File: config.mk
export PLATFORM = sky130hd
export DESIGN_NAME = spi_conv_frontend
export DESIGN_NICKNAME = d
export VERILOG_FILES = /design/src/rtl/spi_conv_pkg.sv /design/src/rtl/spi_frame_timer.sv /design/src/rtl/spi_rx_lane.sv /design/src/rtl/spi_tx_lane.sv /design/src/rtl/spi_conv_frontend.sv
export SDC_FILE = /design/constraint.sdc
export NUM_CORES = 1
export LEC_CHECK = 0
export ABC_CLOCK_PERIOD_IN_PS = 1700
export CORE_UTILIZATION = 48
export CTS_CLUSTER_SIZE = 28
export DETAILED_ROUTE_END_ITERATION = 6
export GPL_TIMING_DRIVEN = 0
export PLACE_DENSITY = 0.78
export SLEW_MARGIN = 30
export SYNTH_ARGS = -nofsm -noshare
export SYNTH_HDL_FRONTEND = slang
export SYNTH_SLANG_ARGS = --single-unit
File: constraint.sdc
create_clock -name clk -period 1.7 [get_ports clk]
set_input_delay 0.255 -clock clk [delete_from_list [all_inputs] [get_ports clk]]
set_output_delay 0.255 -clock clk [all_outputs]
set_load 0.01 [all_outputs]
File: src/rtl/spi_conv_pkg.sv
package spi_conv_pkg;
    localparam int CLK_DIV    = 18;
    localparam int FRAME_BITS = 16;
    localparam int DATA_BITS  = 12;
    localparam int NUM_ADC    = 2;

    localparam int HALF_DIV   = CLK_DIV / 2;
    localparam int SAMPLE_PH  = HALF_DIV + HALF_DIV / 2 + 1;
    localparam int PH_W       = $clog2(CLK_DIV);
    localparam int BIT_W      = $clog2(FRAME_BITS);
    localparam int PAD_BITS   = FRAME_BITS - DATA_BITS;

    typedef struct packed {
        logic frame_start;
        logic sclk_lvl;
        logic shift_now;
        logic sample_now;
        logic last_sample;
    } frame_tick_t;

    function automatic logic [FRAME_BITS-1:0] pad_dac(input logic [DATA_BITS-1:0] v);
        return {{PAD_BITS{1'b0}}, v};
    endfunction
endpackage

File: src/rtl/spi_frame_timer.sv
module spi_frame_timer
    import spi_conv_pkg::*;
(
    input  logic        clk,
    input  logic        rst,
    output frame_tick_t tick
);
    logic [PH_W-1:0]  phase;
    logic [BIT_W-1:0] bitn;

    always_ff @(posedge clk) begin
        if (rst) begin
            phase <= '0;
            bitn  <= '0;
        end else if (phase == PH_W'(CLK_DIV - 1)) begin
            phase <= '0;
            bitn  <= (bitn == BIT_W'(FRAME_BITS - 1)) ? '0 : bitn + 1'b1;
        end else begin
            phase <= phase + 1'b1;
        end
    end

    always_comb begin
        tick.frame_start = (phase == '0) && (bitn == '0);
        tick.sclk_lvl    = (phase >= PH_W'(HALF_DIV));
        tick.shift_now   = (phase == '0);
        tick.sample_now  = (phase == PH_W'(SAMPLE_PH));
        tick.last_sample = tick.sample_now && (bitn == BIT_W'(FRAME_BITS - 1));
    end
endmodule

File: src/rtl/spi_rx_lane.sv
module spi_rx_lane
    import spi_conv_pkg::*;
(
    input  logic                 clk,
    input  logic                 rst,
    input  logic                 frame_start,
    input  logic                 sclk_lvl,
    input  logic                 sample_now,
    input  logic                 last_sample,
    input  logic                 miso,
    output logic                 sclk,
    output logic                 cs_n,
    output logic [DATA_BITS-1:0] data
);
    logic [DATA_BITS-2:0] shr;

    always_ff @(posedge clk) begin
        if (rst) begin
            sclk <= 1'b0;
            cs_n <= 1'b1;
            shr  <= '0;
            data <= '0;
        end else begin
            sclk <= sclk_lvl;
            cs_n <= frame_start;
            if (sample_now) shr <= {shr[DATA_BITS-3:0], miso};
            if (last_sample) data <= {shr, miso};
        end
    end
endmodule

File: src/rtl/spi_tx_lane.sv
module spi_tx_lane
    import spi_conv_pkg::*;
(
    input  logic                 clk,
    input  logic                 rst,
    input  logic                 frame_start,
    input  logic                 sclk_lvl,
    input  logic                 shift_now,
    input  logic [DATA_BITS-1:0] value,
    output logic                 sclk,
    output logic                 cs_n,
    output logic                 mosi
);
    logic [FRAME_BITS-1:0] shr;
    logic [FRAME_BITS-1:0] word;

    always_comb word = pad_dac(value);

    always_ff @(posedge clk) begin
        if (rst) begin
            sclk <= 1'b0;
            cs_n <= 1'b1;
            mosi <= 1'b0;
            shr  <= '0;
        end else begin
            sclk <= sclk_lvl;
            cs_n <= frame_start;
            if (frame_start) begin
                mosi <= word[FRAME_BITS-1];
                shr  <= {word[FRAME_BITS-2:0], 1'b0};
            end else if (shift_now) begin
                mosi <= shr[FRAME_BITS-1];
                shr  <= {shr[FRAME_BITS-2:0], 1'b0};
            end
        end
    end
endmodule

File: src/rtl/spi_conv_frontend.sv
module spi_conv_frontend
    import spi_conv_pkg::*;
(
    input  logic                 clk,
    input  logic                 rst,
    input  logic [DATA_BITS-1:0] dac_in,
    input  logic                 adc0_miso,
    input  logic                 adc1_miso,
    output logic                 adc0_sclk,
    output logic                 adc0_cs_n,
    output logic                 adc1_sclk,
    output logic                 adc1_cs_n,
    output logic                 dac_sclk,
    output logic                 dac_cs_n,
    output logic                 dac_mosi,
    output logic [DATA_BITS-1:0] adc0_data,
    output logic [DATA_BITS-1:0] adc1_data,
    output logic                 adc_valid
);
    frame_tick_t tick;

    logic [NUM_ADC-1:0]                miso_v;
    logic [NUM_ADC-1:0]                sclk_v;
    logic [NUM_ADC-1:0]                cs_v;
    logic [NUM_ADC-1:0][DATA_BITS-1:0] data_v;

    spi_frame_timer u_timer (
        .clk  (clk),
        .rst  (rst),
        .tick (tick)
    );

    assign miso_v = {adc1_miso, adc0_miso};

    for (genvar i = 0; i < NUM_ADC; i++) begin : g_adc
        spi_rx_lane u_rx (
            .clk         (clk),
            .rst         (rst),
            .frame_start (tick.frame_start),
            .sclk_lvl    (tick.sclk_lvl),
            .sample_now  (tick.sample_now),
            .last_sample (tick.last_sample),
            .miso        (miso_v[i]),
            .sclk        (sclk_v[i]),
            .cs_n        (cs_v[i]),
            .data        (data_v[i])
        );
    end

    spi_tx_lane u_tx (
        .clk         (clk),
        .rst         (rst),
        .frame_start (tick.frame_start),
        .sclk_lvl    (tick.sclk_lvl),
        .shift_now   (tick.shift_now),
        .value       (dac_in),
        .sclk        (dac_sclk),
        .cs_n        (dac_cs_n),
        .mosi        (dac_mosi)
    );

    always_ff @(posedge clk) begin
        if (rst) adc_valid <= 1'b0;
        else     adc_valid <= tick.last_sample;
    end

    assign adc0_sclk = sclk_v[0];
    assign adc1_sclk = sclk_v[1];
    assign adc0_cs_n = cs_v[0];
    assign adc1_cs_n = cs_v[1];
    assign adc0_data = data_v[0];
    assign adc1_data = data_v[1];
endmodule

; Yosys cells after proc, flatten, opt, wreduce, memory -nomap -nowiden
; Cells that the tools add are included.
[op_classes]
add_sub_neg = 2
mul = 0
n_div = 0
n_lt_le_gt_ge = 1
eq_ne = 3
shift = 0
n_mux = 3
bitwise_logic = 0
reduce_logical = 7
[ops]
columns = op, n
row1 = 13-bit two-way mux, 2
row2 = 5-bit by 1-bit adder with 5-bit output (second input constant), 1
row3 = 5-bit by 4-bit == test with 1-bit output (second input constant), 1
row4 = 5-bit == test (second input constant), 1
row5 = 5-bit by 4-bit >= comparator with 1-bit output (second input constant), 1
row6 = 5-bit logical NOT, 1
row7 = 4-bit by 1-bit adder with 4-bit output (second input constant), 1
row8 = 4-bit == test (second input constant), 1
row9 = 4-bit logical NOT, 1
row10 = 4-bit two-way mux, 1
row11 = 2-bit OR reduction, 2
row12 = 1-bit logical AND, 2
row13 = 2-bit nonzero test, 1
[word_totals]
regBits = 74
latchBits = 0
ram_bits = 0
romBits = 0
elab_cells = 28
mem_count = 0

; Longest topological paths before layout
; Gate-level depths: netlist (run 1).
[logic_depth]
depth_word = 3
ltp_mapped = 7
mapped_depth_nobuf = 5

; By module
; A second synthesis (run 1) with hierarchy kept.
[unflattened]
cells_unflattened = 289
hier_area_um2 = 3064.2
[modules_own_cells]
columns = mod, instances, cells_per_inst, area_per_inst_um2
row1 = spi_rx_lane, 2, 78, 867.1
row2 = spi_tx_lane, 1, 71, 757.0
row3 = spi_frame_timer, 1, 60, 539.3
row4 = spi_conv_frontend, 1, 2, 33.8

; Worst setup path after synthesis (run 1)
; Ideal clock, no wire load.
[synth_path]
path_kind = reg-to-reg
start = register u_timer.bitn[0]
end = register u_tx.mosi
setup_ns = 0.132
arrival_time_ns = 1.440
required_ns = 1.568
setup_slack_ns = 0.128
stages_incl_launch_ff = 8
synth_period_minus_slack_ns = 1.572
path_cell_list = dfxtp_1 > inv_1 > ha_1 > or3b_2 > clkbuf_1 > clkbuf_1 > nand3_1 > a21oi_1
[synth_between]
elab_chain_cells = 3
[synth_rtl]
columns = item, line
row1 = start: declaration, spi_frame_timer.sv:9  ; logic [BIT_W-1:0] bitn;
row2 = start signal: assignment, spi_frame_timer.sv:17  ; bitn <= (bitn == BIT_W'(FRAME_BITS - 1)) ? '0 : bitn + 1'b1;
row3 = 4-bit logical NOT, spi_frame_timer.sv:24  ; tick.frame_start = (phase == '0) && (bitn == '0);
row4 = 1-bit logical AND, spi_frame_timer.sv:24
row5 = 2-bit OR reduction (no source line), n/a
row6 = end signal: assignment, spi_tx_lane.sv:29  ; mosi <= word[FRAME_BITS-1];
row7 = end signal: assignment, spi_tx_lane.sv:32  ; mosi <= shr[FRAME_BITS-1];
row8 = end: declaration, spi_tx_lane.sv:12  ; output logic mosi
; No other way between the ends.
; A chain may end at the register's enable or synchronous reset.

; Worst setup path after layout (run 1)
[layout_path]
start = register u_timer.phase[0]
end = register u_tx.shr[8]
[layout_between]
elab_chain_cells = 3
elab_cells_between_ends = 4
cone_classes = 1 x mux / 3 x reduce/logical
[layout_rtl]
columns = item, line
row1 = start: declaration, spi_frame_timer.sv:8  ; logic [PH_W-1:0] phase;
row2 = start signal: assignment, spi_frame_timer.sv:19  ; phase <= phase + 1'b1;
row3 = 5-bit logical NOT (*), "spi_frame_timer.sv:24, spi_frame_timer.sv:26"
row4 = 1-bit logical AND, spi_frame_timer.sv:24
row5 = 13-bit two-way mux or 2-bit nonzero test (tied branches), n/a
row6 = end signal: assignment, spi_tx_lane.sv:30  ; shr <= {word[FRAME_BITS-2:0], 1'b0};
row7 = end signal: assignment, spi_tx_lane.sv:33  ; shr <= {shr[FRAME_BITS-2:0], 1'b0};
row8 = end: declaration, spi_tx_lane.sv:14  ; logic [FRAME_BITS-1:0] shr;
; Mark *: on every way between the ends. The rest lies on a longest branch, timed or not.

==> results of run 1 <==
logic make-up after synthesis:
kind of cell    Yosys count  share of synthesized area, %
simple gates            130                          21.5
fa+ha+maj                 6                          2.41
xor+xnor                  2                         0.563
flops                    74                          47.6
compound gates          106                          18.6
buf+inv                  64                          9.36
metrics by stage:
stage | hold slack [ns] | setup TNS [ns] | setup slack [ns] | cell area (sq um) | instances
after floorplan | 0.391 | 0 | 0.128 | 3110 | 382
after global placement | 0.439 | -2.02 | -0.0916 | 3670 | 503
after detailed placement | 0.447 | -2.82 | -0.169 | 3670 | 503
after CTS | 0.352 | 0 | 0.000497 | 3870 | 519
after global routing | 0.377 | -0.113 | -0.0411 | 3900 | 521
final | 0.358 | 0 | 0.0453 | 3900 | 521
sequential cells by signal, indices dropped and copies added, names as in the netlist:
register / count
g_adc.u_rx.data: 24
g_adc.u_rx.shr: 22
u_tx.shr: 15
u_timer.phase: 5
u_timer.bitn: 4
adc_valid: 1
g_adc.u_rx.cs_n: 1
u_tx.mosi: 1
u_tx.sclk: 1
where the power goes:
part | total, mW | leakage [nW] | switching (mW) | internal [mW]
clock | 1.26 | 0.0965 | 0.616 | 0.647
combinational | 0.337 | 0.634 | 0.169 | 0.168
sequential | 1.82 | 0.600 | 0.0346 | 1.79
critical path, stage by stage (launching register included):
cell and delay [ns]:
dfxtp_2 0.36, inv_2 0.07, ha_2 0.17, or4b_4 0.46
buf_6 0.15, buf_6 0.14, a21oi_2 0.10, a211oi_1 0.08
layout make-up:
class / count / area [sq um] / share of cell area (%)
Buffer: 34 / 200 / 5.13
Timing Repair Buffer: 49 / 483 / 12.4
Clock inverter: 2 / 10.0 / 0.257
Multi-Input combinational cell: 244 / 1350 / 34.6
Clock buffer: 14 / 173 / 4.43
Inverter: 29 / 109 / 2.79
Tap cell: 75 / 93.8 / 2.41
Sequential cell: 74 / 1480 / 38.0
timing repair:
item,4_1_cts,5_1_grt
setup buffers,0,3
hold buffers,0,0
endpoints found under the setup margin,39,48
pin swaps,0,1
resized for setup,8,18
worst max path at each step:
stage,startpoint,to,cells after the start
floorplan,u_timer.bitn[0],u_tx.mosi,7
global placement,u_timer.phase[0],g_adc[0].u_rx.shr[2],7
detailed placement,u_timer.phase[0],g_adc[1].u_rx.shr[8],7
CTS,u_timer.phase[0],u_tx.shr[8],7
global route,u_timer.phase[0],u_tx.shr[12],7
finish,u_timer.phase[0],u_tx.shr[8],7
routing by layer:
layer  vias to the layer above  share of wire [%]  global-route usage (%)
met1                      1270                 48                    27.0
met4                         0                1.9                    9.48
met2                        51                 45                    33.8
met3                        13                4.4                    4.73
met5                         -                  0                       0
li1                       1390                  -                       -
layout by cell type (no fill, tap or decap), types with 3 or more instances in the layout:
master / instances
dfxtp_1: 72
nand2_1: 65
a21oi_1: 63
clkdlybuf4s50_1: 46
inv_1: 27
or3_1: 26
o21ai_0: 25
clkbuf_1: 15
nor2_1: 13
clkbuf_8: 12
a211oi_1: 11
buf_4: 10
nand3_1: 10
a21oi_2: 5
ha_1: 5
clkbuf_2: 4
clkbuf_4: 4
buf_6: 3
buf_2: 3
nor3_1: 3
==> metrics.csv, run 1 <==
stage;metric;value;unit
clock_network;Clock Latency Late Sink;0.34;ns
setup_path;CP Class;reg -> reg;
hold_path;hold_sp;rst;
clock_network;CTS clk-pin slew, worst paths;0.07;ns
power_and_ir_drop;power density cells;876;nW/um^2
synthesis;Most used DFF post-synth;dfxtp_1;
routing;DR vias;2724;
status;outcome;finished clean;
clock_network;clk sinks;74;
synthesis;Synth area leaders;dfxtp_1 48%, a21oi_1 10%, nand2_1 7.8%, or3_1 5.2%, o21ai_0 4.0%;
synthesis;most frequent cell after synthesis;dfxtp_1;
global_routing;first-pass GRT wire length;10.8;mm
synthesis;Yosys reg bits;74;
die;Initial Utilization;51.1;%
final_layout;layout net count;463;
timing;Max Clk Rate;604;MHz
routing;remaining antenna violation count after routing;0;
setup_path;Arr. time, crit path;1.87;ns
clock_network;Root Driver;clkbuf_8;
placed_design;PortBufs;46;
clock_network;H-tree levels;3;
setup_path;Data required, critical path;1.91;ns
synthesis;Syn Nets;404;
die;Die X;82.6;um
synthesis;Post-synth EDFFs;0;
synthesis;synth cell count leaders;74 x dfxtp_1, 65 x nand2_1, 63 x a21oi_1, 29 x inv_1, 26 x or3_1;
die;Die Y;82.6;um
synthesis;Yosys cell types;33;
final_layout;area grow syn2layout;25.3;%
setup_path;maximum fanout along the worst path;10;
global_routing;vias in the first global route;2420;
setup_path;Setup crit start kind;register;
routing;Vias/cell;5.23;
setup_path;FF-to-FF End;u_tx.shr[8];
final_layout;Fillers;551;
routing;Initial DRC Count;119;
final_layout;Util after Layout;64.0;%
global_routing;largest net degree at the start of global routing;12;
clock_network;CTS Buf Count;9;
placed_design;DP Wirelength;4.68;mm
synthesis;synthesis warning total;0;
clock_network;TritonCTS clock tree;done;
hold_path;Min-Delay Endpoint;g_adc[1].u_rx.cs_n;
timing;relative slew slack;66.3;%
timing;unrepaired setup endpoints after global routing;yes;
hold_path;type of the most critical hold path;in -> reg;
setup_path;Crit. End Element;register;
power_and_ir_drop;leak pwr;1.33;nW
timing;Tcrit/Tclk final;97.3;%
power_and_ir_drop;Power Total;3.42;mW
timing;actual slew at the worst max-slew pin;0.506;ns
synthesis;Mapped Cells;382;
global_routing;antenna violations before repair;0;
synthesis;Yosys top cell by area;dfxtp_1;
job;maxcap violations;0;
global_routing;all-layer global routing usage;21.1;%
setup_path;Reg-to-Reg Start;u_timer.phase[0];
timing;Slew Viols, Final;0;
routing;wire length per cell;13.0;um
setup_path;R2R cell count;7;
synthesis;syn avg cell area;8.15;sq um
timing;Hold Fails Final Rpt;0;
synthesis;share of flip-flops with an asynchronous set or reset;0;%
die;core region area;6100;sq um
routing;final WL;6.77;mm
die;# rows;28;
routing;remaining routing DRC violations;0;
synthesis;Post-Synthesis Cell Area;3110;sq um
placed_design;gpl congestion;0.799;
routing;Initial DRT Pass Iterations;4;
hold_path;Hold Path Stages;2;
final_layout;# diodes;0;
die;# IOs;48;
global_routing;GR Overflow Total;0;
synthesis;post-synth top area share;47.6;%
clock_network;buffer depth of the longest clock path;2;
timing;Min Clock Period, post-route;1.65;ns
timing;clk_skew;0.00441;ns
power_and_ir_drop;peak supply drop;0.500;mV
die;area of the die;6810;sq um
synthesis;register area share after synthesis;47.6;%
final_layout;fraction of layout cells with a size suffix above 1;12.1;%
timing;final-report setup violation count;0;
setup_path;internal reg-to-reg setup slack;0.05;ns
(Power assumes the default switching activity.)
==> run 2: changes to the inputs <==
Settings changed: ABC_CLOCK_PERIOD_IN_PS 1700 to 1350.
Clock period 1.7 ns to 1.35 ns, I/O delays scaled along.
==> run 2 against run 1 <==
  * Routed wire length up 30%
  * Maximum frequency is 3.3% higher
  * Highest routed layer unchanged
  * Critical endpoint is now g_adc[0].u_rx.data[6]
  * The flow now finishes with violations (negative setup slack)
  * Clock power rose by 31%
  * Global-route usage is 2.6 points higher
  * Count of clock-buffer cells in the layout is 3 lower
  * Sequential share of layout area fell by 5.7 points
==> metrics.csv, run 2 (same netlist as run 1, synthesis figures left out) <==
stage;metric;value;unit
status;outcome;finished, violations left;
status;failing checks;negative setup slack;
final_layout;commonest non-fill, non-tap cell in the layout;dfxtp_1;
setup_path;internal reg-to-reg setup slack;-0.25;ns
routing;Initial DRT Pass Iterations;4;
final_layout;Non-Filler Instances;547;
routing;wire length per cell;16.1;um
timing;post-route setup TNS;-11.72;ns
final_layout;Most flops, register;g_adc.u_rx.data;
placed_design;Cells after DPL;503;
timing;Setup WS post-layout;-0.252;ns
timing;unrepaired setup endpoints after global routing;yes;
routing;remaining routing DRC violations;0;
global_routing;antenna violations before repair;0;
placed_design;Cell Area, Placed;3730;sq um
die;Die Y;82.6;um
timing;clk_skew;0.00856;ns
clock_network;Root Driver;clkbuf_8;
clock_network;CTS Buf Count;9;
placed_design;gpl congestion;0.783;
setup_path;CP peak stage delay;0.37;ns
timing;Slew Viols, Final;0;
clock_network;clk sinks;74;
die;core region area;6100;sq um
final_layout;Fillers;410;
timing;Min Clock Period, post-route;1.60;ns
final_layout;fin area;4620;sq um
routing;final WL;8.80;mm
power_and_ir_drop;leak pwr;1.75;nW
timing;relative slew slack;50.5;%
timing;Max Clk Rate;624;MHz
clock_network;H-tree levels;3;
final_layout;max reg flops;24;
setup_path;cell depth of the worst setup path;6;
routing;remaining antenna violation count after routing;0;
job;maxcap violations;0;
final_layout;fraction of layout cells with a size suffix above 1;33.7;%
setup_path;Data required, critical path;1.63;ns
clock_network;TritonCTS clock tree;done;
placed_design;DP Wirelength;4.54;mm
setup_path;Reg-to-Reg Start;u_timer.phase[0];
routing;DR vias;3012;
die;# rows;28;
setup_path;CP top delay family;simple AND/OR/NAND/NOR gates;
setup_path;FF-to-FF End;g_adc[0].u_rx.data[6];
clock_network;hold buffer count at cts;0;
power_and_ir_drop;peak supply drop;0.905;mV
global_routing;all-layer global routing usage;23.7;%
global_routing;largest net degree at the start of global routing;13;
setup_path;Arr. time, crit path;1.88;ns
setup_path;maximum fanout along the worst path;7;
global_routing;first-pass GRT wire length;12.0;mm
setup_path;CP Class;reg -> reg;
final_layout;layout net count;489;
routing;Initial DRC Count;138;
final_layout;top flop regs;g_adc.u_rx.data: 24 flops, g_adc.u_rx.shr: 22 flops, u_tx.shr: 15 flops;
setup_path;Slowest cell on crit path;or3_1;
clock_network;Clock Latency Late Sink;0.35;ns
setup_path;WP buf/inv;2;
die;area of the die;6810;sq um
power_and_ir_drop;power density cells;984;nW/um^2
placed_design;PortBufs;46;
setup_path;R2R cell count;6;
global_routing;GR Overflow Total;0;
timing;Hold Fails Final Rpt;0;
die;Initial Utilization;51.1;%
hold_path;type of the most critical hold path;in -> reg;
timing;Tcrit/Tclk final;119;%
die;# IOs;48;
setup_path;worst setup path end;g_adc[0].u_rx.data[6];
timing;final-report setup violation count;67;
die;Die X;82.6;um
setup_path;Setup crit start kind;register;
final_layout;# diodes;0;
global_routing;vias in the first global route;2588;
timing;actual slew at the worst max-slew pin;0.742;ns
setup_path;Crit. End Element;register;
final_layout;commonest non-fill, non-tap cells in the layout;67 x dfxtp_1, 46 x nand2_1, 42 x a21oi_1, 32 x dlygate4sd2_1;
routing;Vias/cell;5.51;
setup_path;sequence of cells on the critical path;inv_4, ha_4, nand4b_4, clkbuf_16, or3_1, a21oi_1;
setup_path;critical path launch point;u_timer.phase[0];
final_layout;area grow syn2layout;48.3;%
clock_network;CTS clk-pin slew, worst paths;0.08;ns
clock_network;buffer depth of the longest clock path;2;
==> run 2: cell types whose count changed in the layout (fill, tap and decap cells not counted), sizes merged <==
cell and change:
buf +29, bufinv +1, clkbuf -6, clkdlybuf4s50 -32, clkinvlp +2, dlygate4sd2 +32
==> run 2: power by group <==
group	leakage, nW	internal [mW]	switching (mW)
clock network	0.0893	0.848	0.805
registers	0.603	2.25	0.0480
logic	1.06	0.305	0.288
total	1.75	3.40	1.14
==> run 2: worst min-delay path by stage <==
stage | startpoint | end | slack (ns) | cells past startpoint
CTS | rst | u_tx.shr[3] | 0.29 | 2
finish | rst | u_tx.shr[3] | 0.33 | 2
global placement | u_tx.shr[13] | u_tx.shr[13] | 0.44 | 2
floorplan | adc0_miso | g_adc[0].u_rx.shr[0] | 0.34 | 2
global route | rst | g_adc[1].u_rx.cs_n | 0.35 | 2
detailed placement | u_tx.mosi | u_tx.mosi | 0.44 | 2
==> run 2: metal layers <==
metal / GRT usage (%) / part of all wire (%)
met1: 29.0 / 41
met3: 7.80 / 5.7
met4: 7.93 / 2.2
met2: 39.1 / 52
met5: 0 / 0
==> run 2: through the flow <==
| step | power, mW | util (%) | hold slack, ns | setup WS, ns |
|---|---|---|---|---|
| floorplan | 2.63 | - | 0.338 | -0.158 |
| global placement | 2.75 | 61.2 | 0.439 | -0.243 |
| detailed placement | 2.76 | 61.2 | 0.444 | -0.286 |
| CTS | 4.46 | 68.1 | 0.294 | -0.231 |
| global route | 4.73 | 75.7 | 0.351 | -0.313 |
| finish | 4.54 | 75.7 | 0.328 | -0.252 |
==> run 2: timing repair <==
| item | 4_1_cts | 5_1_grt |
|---|---|---|
| buffers inserted | 13 | 11 |
| gates resized for setup | 77 | 98 |
| cloned | 0 | 6 |
| pin swaps | 11 | 12 |
| setup endpoints to repair | 100 | 72 |
==> run 2: final cells by class <==
type / count / area (sq um) / share of cell area (%)
buffer: 33 / 293 / 6.34
clock buffer: 11 / 131 / 2.85
clock inverter: 5 / 55.1 / 1.19
inverter: 29 / 114 / 2.47
multi-input combinational: 244 / 1690 / 36.6
sequential: 74 / 1500 / 32.4
tap: 75 / 93.8 / 2.03
timing repair buffer: 76 / 746 / 16.2
==> run 3: changes to the inputs <==
Settings changed: SLEW_MARGIN 30 to not set.
==> results of run 3 <==
Final layout, timing and power as in run 2 (identical DEF).
